$ cat src/rtl/serstat_pkg.sv
package serstat_pkg;

   localparam int CMD_W  = 16;
   localparam int STAT_W = 16;
   localparam int NERR   = 5;
   localparam int NIRQ   = 4;
   localparam int NFLAG  = 8;

   // flag slots inside the flag bank
   localparam int F_EN = 0;
   localparam int F_MS = 1;
   localparam int F_ME = 2;
   localparam int F_TE = 3;   // first of the five error flags
   localparam int F_RE = 4;
   localparam int F_AE = 5;
   localparam int F_TU = 6;
   localparam int F_RU = 7;

   // status word positions
   localparam int ST_EN   = 0;
   localparam int ST_MS   = 1;
   localparam int ST_ME   = 2;
   localparam int ST_ERR0 = 8;
   localparam int ST_BUSY = 13;

   // interrupt request positions
   localparam int IRQ_RX  = 0;
   localparam int IRQ_TX  = 1;
   localparam int IRQ_ERR = 2;
   localparam int IRQ_FRM = 3;

   // command bit that sets a flag slot
   function automatic int set_pos(input int f);
      case (f)
         F_EN:    return 1;
         F_MS:    return 3;
         F_ME:    return 7;
         F_RU:    return 5;
         default: return 12 + (f - F_TE);
      endcase
   endfunction

   // command bit that clears a flag slot
   function automatic int clr_pos(input int f);
      case (f)
         F_EN:    return 0;
         F_MS:    return 2;
         F_ME:    return 6;
         F_RU:    return 4;
         default: return 8 + (f - F_TE);
      endcase
   endfunction

endpackage

$ cat src/rtl/serstat_cmd_dec.sv
module serstat_cmd_dec
   import serstat_pkg::*;
#(
   parameter int CW = CMD_W,
   parameter int NF = NFLAG
) (
   input  logic          we,
   input  logic [CW-1:0] data,
   output logic [NF-1:0] set_v,
   output logic [NF-1:0] clr_v
);

   generate
      if (CW != 16) begin : g_bad_cw
         $error("serstat_cmd_dec: command word must be 16 bits");
      end
      if (NF != NFLAG) begin : g_bad_nf
         $error("serstat_cmd_dec: flag count must match the package");
      end
   endgenerate

   generate
      for (genvar i = 0; i < NF; i++) begin : g_dec
         localparam int SP = set_pos(i);
         localparam int CP = clr_pos(i);
         assign set_v[i] = we & data[SP];
         assign clr_v[i] = we & data[CP];
      end
   endgenerate

endmodule

$ cat src/rtl/serstat_flag_bank.sv
module serstat_flag_bank
   import serstat_pkg::*;
#(
   parameter int NF     = NFLAG,
   parameter int GATED  = F_EN
) (
   input  logic          clk,
   input  logic          rst_n,
   input  logic          busy,
   input  logic [NF-1:0] cmd_set,
   input  logic [NF-1:0] cmd_clr,
   input  logic [NF-1:0] hw_set,
   output logic [NF-1:0] q
);

   generate
      if (GATED < 0 || GATED >= NF) begin : g_bad_gated
         $error("serstat_flag_bank: gated slot out of range");
      end
   endgenerate

   generate
      for (genvar i = 0; i < NF; i++) begin : g_flag
         logic set_any;
         assign set_any = cmd_set[i] | hw_set[i];

         if (i == GATED) begin : g_busy_gated
            // clear request waits until the engine is idle
            logic pend_q;
            logic clr_now;
            assign clr_now = (cmd_clr[i] | pend_q) & ~busy;

            always_ff @(posedge clk or negedge rst_n) begin
               if (!rst_n) begin
                  pend_q <= 1'b0;
               end else if (busy) begin
                  pend_q <= pend_q | cmd_clr[i];
               end else begin
                  pend_q <= 1'b0;
               end
            end

            always_ff @(posedge clk or negedge rst_n) begin
               if (!rst_n) begin
                  q[i] <= 1'b0;
               end else if (clr_now) begin
                  q[i] <= 1'b0;
               end else if (set_any) begin
                  q[i] <= 1'b1;
               end
            end
         end else begin : g_plain
            always_ff @(posedge clk or negedge rst_n) begin
               if (!rst_n) begin
                  q[i] <= 1'b0;
               end else if (cmd_clr[i]) begin
                  q[i] <= 1'b0;
               end else if (set_any) begin
                  q[i] <= 1'b1;
               end
            end
         end
      end
   endgenerate

endmodule

$ cat src/rtl/serstat_irq.sv
module serstat_irq
   import serstat_pkg::*;
#(
   parameter int NI = NIRQ
) (
   input  logic          err_any,
   input  logic          rx_src,
   input  logic          tx_src,
   input  logic          frm_src,
   input  logic [NI-1:0] ien,
   output logic [NI-1:0] irq
);

   generate
      if (NI != 4) begin : g_bad_ni
         $error("serstat_irq: exactly four request lines are supported");
      end
   endgenerate

   logic [NI-1:0] src;

   always_comb begin
      src          = '0;
      src[IRQ_RX]  = rx_src;
      src[IRQ_TX]  = tx_src;
      src[IRQ_ERR] = err_any;
      src[IRQ_FRM] = frm_src;
   end

   generate
      for (genvar i = 0; i < NI; i++) begin : g_gate
         assign irq[i] = src[i] & ien[i];
      end
   endgenerate

endmodule

$ cat src/rtl/serstat_top.sv
module serstat_top
   import serstat_pkg::*;
#(
   parameter int CW = CMD_W,
   parameter int SW = STAT_W,
   parameter int NE = NERR,
   parameter int NI = NIRQ
) (
   input  logic          clk,
   input  logic          rst_n,
   input  logic          cmd_we,
   input  logic [CW-1:0] cmd_data,
   input  logic          erren_we,
   input  logic [NE-1:0] erren_wdata,
   input  logic          ien_we,
   input  logic [NI-1:0] ien_wdata,
   input  logic [NE-1:0] hw_err,
   input  logic          busy,
   input  logic          rx_src,
   input  logic          tx_src,
   input  logic          frm_src,
   output logic [SW-1:0] stat_q,
   output logic [NE-1:0] erren_q,
   output logic [NI-1:0] ien_q,
   output logic [NI-1:0] irq
);

   localparam int NF = NFLAG;

   generate
      if (NE != NERR) begin : g_bad_ne
         $error("serstat_top: five error kinds are required");
      end
      if (SW <= ST_BUSY) begin : g_bad_sw
         $error("serstat_top: status word too narrow");
      end
      if (ST_ERR0 + NE > ST_BUSY) begin : g_bad_map
         $error("serstat_top: error field overlaps busy bit");
      end
   endgenerate

   logic [NF-1:0] cmd_set;
   logic [NF-1:0] cmd_clr;
   logic [NF-1:0] hw_set;
   logic [NF-1:0] flags;
   logic          err_any;

   // configuration fields
   always_ff @(posedge clk or negedge rst_n) begin
      if (!rst_n) begin
         erren_q <= '0;
      end else if (erren_we) begin
         erren_q <= erren_wdata;
      end
   end

   always_ff @(posedge clk or negedge rst_n) begin
      if (!rst_n) begin
         ien_q <= '0;
      end else if (ien_we) begin
         ien_q <= ien_wdata;
      end
   end

   serstat_cmd_dec #(.CW(CW), .NF(NF)) u_dec (
      .we    (cmd_we),
      .data  (cmd_data),
      .set_v (cmd_set),
      .clr_v (cmd_clr)
   );

   // hardware error pulses reach only the error slots, each behind its enable
   always_comb begin
      hw_set = '0;
      for (int i = 0; i < NE; i++) begin
         hw_set[F_TE + i] = hw_err[i] & erren_q[i];
      end
   end

   serstat_flag_bank #(.NF(NF), .GATED(F_EN)) u_bank (
      .clk     (clk),
      .rst_n   (rst_n),
      .busy    (busy),
      .cmd_set (cmd_set),
      .cmd_clr (cmd_clr),
      .hw_set  (hw_set),
      .q       (flags)
   );

   assign err_any = |flags[F_TE +: NE];

   always_comb begin
      stat_q                 = '0;
      stat_q[ST_EN]          = flags[F_EN];
      stat_q[ST_MS]          = flags[F_MS];
      stat_q[ST_ME]          = flags[F_ME];
      stat_q[ST_ERR0 +: NE]  = flags[F_TE +: NE];
      stat_q[ST_BUSY]        = busy;
   end

   serstat_irq #(.NI(NI)) u_irq (
      .err_any (err_any),
      .rx_src  (rx_src),
      .tx_src  (tx_src),
      .frm_src (frm_src),
      .ien     (ien_q),
      .irq     (irq)
   );

endmodule

$ cat config.mk
export PLATFORM = sky130hd
export DESIGN_NAME = serstat_top
export DESIGN_NICKNAME = d
export VERILOG_FILES = /design/src/rtl/serstat_pkg.sv /design/src/rtl/serstat_cmd_dec.sv /design/src/rtl/serstat_flag_bank.sv /design/src/rtl/serstat_irq.sv /design/src/rtl/serstat_top.sv
export SDC_FILE = /design/constraint.sdc
export NUM_CORES = 1
export LEC_CHECK = 0
export BUFFER_PORTS_ARGS = -buffer_cell sky130_fd_sc_hd__buf_2
export CORE_ASPECT_RATIO = 1.5
export CORE_MARGIN = 2
export CORE_UTILIZATION = 33
export DETAILED_ROUTE_END_ITERATION = 8
export HOLD_SLACK_MARGIN = 0.05
export PLACE_DENSITY_LB_ADDON = 0.3
export RECOVER_POWER = 50
export SYNTH_ARGS = -nofsm -noshare
export SYNTH_HDL_FRONTEND = slang
export SYNTH_SLANG_ARGS = --single-unit
$ cat constraint.sdc
create_clock -name clk -period 1.1 [get_ports clk]
set_clock_uncertainty 0.05 [all_clocks]
set_input_delay 0.165 -clock clk [delete_from_list [all_inputs] [get_ports clk]]
set_output_delay 0.165 -clock clk [all_outputs]
set_load 0.01 [all_outputs]
==> run metrics <==
worst setup margin -624.1 ps; syn avg cell area 12.70 sq um; hold path depth 2; vias in the first global route 792; outcome complete, but fails checks; CP Data Required Time 880 ps; maximum vdd drop 0.7870 mV; failing checks setup timing; PortBufs 60; Psw 417.8 uW; RSZ-0062 raised after global routing true; Fillers 199; largest net degree at the start of global routing 19; total gr overflow 0; register area share after synthesis 58.16%; die area 2759 sq um; power density over the cells 1165 nW/um^2; Rows 21; via count 764; Slew Limit Fails 0; # Max-Cap Violations 0; Max Clock Freq 580.0 MHz; CTS Buffer Depth 2; period utilization 156.7%; Finish-stage setup viols 8; final hold violation count 0; Cell Count, Final, Fillers Out 165; GP Congestion 0.7100; insertion delay to the later sink of the worst-skew pair 280 ps; CP Launch Type register; Root Buffer clkbuf_4; CTS Buf Count 3; Logic pwr share 29.4%; count of cell types in the netlist 13; initial antenna violation count 0; share of layout cells above drive strength 1 55.63%; register bit total from synthesis 18; placed insts 144; crit path DAT 1510 ps; Starting Density 34.68%; CTS tree yes; CP Capture Type primary output; met1 usage 14.68%; drt drc 0; CORE AREA 2233 sq um; Final Util 59.33%; Internal 1.125 mW; Clock power frac 20.2%; R2R depth 4; Antenna Violating Nets Remaining 0; met2 usage 28.49%; Total Routing Usage GR 15.00%; crit path max fanout 2; detailed placer's ending HPWL 1.474 mm; Iter 0 DRT Violations 19; die span in x 43.56 um; Min Clock Period, post-route 1724 ps; layer with the highest usage met2; Pre-antenna DRT Iters 4; top-level I/O count 68; sequential power share 50.4%; final wirelength 2.048 mm; synthesized area 774.5 sq um; CTS sink cnt 18; Leak 0.6694 nW; drt wl/cell 12.41 um; vias per std cell 4.630; Area growth, synth to finish 71.08%; Net Sw Frac 27.07%; H-tree levels 1; Tot Pwr 1.543 mW; fin nets 183; diodes inserted 0; met3 Use GR 2.579%; Post-Syn Instances 61; CTS clk-pin slew, worst paths 100 ps; Setup Slack @ Placement -314.2 ps; Die Y 63.34 um; critical path type register to primary output; warnings from Yosys 0; worst min-delay path class input pin to register; first-pass GRT wire length 3.132 mm; hold_ws 65.31 ps
cells in the mapped netlist:
cell      instances  area (sq um)
a21oi_1          11         55.05
mux2_2            9         101.4
or4_1             1         7.510
a221oi_1          5         43.79
conb_1            1         3.750
buf_2             1         5.000
clkbuf_2          1         5.000
buf_4             8         60.06
dfrtp_1          18         450.4
o21ba_2           1         10.01
o21a_1            1         7.510
nor2b_1           1         6.260
and2_1            3         18.77
logic make-up (layout without fill, tap and decap cells):
logic type | after synthesis | count (layout) | share of synthesized area [%]
and+or+nand+nor | 5 | 5 | 4.201
DFF | 18 | 18 | 58.16
AOI/OAI and AO/OA | 18 | 18 | 15.02
buffers and inverters | 10 | 85 | 9.046
muxes | 9 | 9 | 13.09
other | 1 | 7 | 0.4842
layer usage:
metal / share of wire [%] / routed length (um)
met2: 57 / 1173
met1: 34 / 692
met4: 0.39 / 8
met5: 0 / 0
met3: 8.4 / 173
path summary, 6_finish.rpt:
path / startpoint / to / slack [ps]
setup / recovery: u_bank.q[6]$_DFFE_PN0P_ / irq[2] / -620
setup reg to reg: u_bank.q[3]$_DFFE_PN0P_ / u_bank.q[3]$_DFFE_PN0P_ / 80
hold / removal: ien_wdata[2] / ien_q[2]$_DFFE_PN0P_ / 70
max in group asynchronous: rst_n / u_bank.q[5]$_DFFE_PN0P_ / 380
hold reg to reg: u_bank.g_flag[0].g_busy_gated.pend_q$_DFF_PN0_ / u_bank.g_flag[0].g_busy_gated.pend_q$_DFF_PN0_ / 470
min in group asynchronous: rst_n / u_bank.g_flag[0].g_busy_gated.pend_q$_DFF_PN0_ / 310
area by class of cell:
type | instances | area [sq um] | area share (%)
timing repair buffer | 82 | 540.5 | 40.79
sequential | 18 | 450.4 | 33.99
multi-input combinational | 39 | 282.8 | 21.34
tap | 23 | 28.78 | 2.172
clock buffer | 3 | 22.52 | 1.700
power groups by stage:
stage               registers [mW]  logic (mW)  clock network [mW]
CTS                          0.776       0.444               0.332
floorplan                    0.823       0.136                   0
global placement             0.784       0.353                   0
global route                 0.788       0.491               0.366
detailed placement           0.788       0.362                   0
finish                       0.777       0.454               0.312
state kept, by name, summed over array words and instances, names as in the netlist:
register	cells
ien_q	4
u_bank.g_flag.g_busy_gated.pend_q	1
u_bank.q	8
erren_q	5
cell usage in the layout, fill, tap and decap left out, drive strengths merged:
master	instances
buf	64
dfrtp	18
dlygate4sd3	16
a21oi	11
mux2	9
conb	7
a221oi	5
clkbuf	5
and2	3
nor2b	1
or4	1
o21a	1
o21ba	1
worst max-delay path, stage by stage (launching register included):
cell and delay [ps]:
dfrtp_1 380, or4_1 520, o21a_1 190, buf_2 130
metrics by stage:
stage	area (sq um)	setup TNS (ps)
2_1_floorplan	797.0	-233.0
3_3_place_gp	1086	-292.2
3_5_place_dp	1086	-314.2
4_1_cts	1290	-1108
5_1_grt	1325	-1435
6_report	1325	-982.8
repair_timing:
item / CTS / global route
pin swaps: 0 / 1
endpoints found under the hold margin: 30 / 3
hold buffers: 13 / 3
setup endpoints to repair: 8 / 12
gates resized for setup: 7 / 1
buffers inserted: 3 / 0
Power figures use the tool's default switching activity.
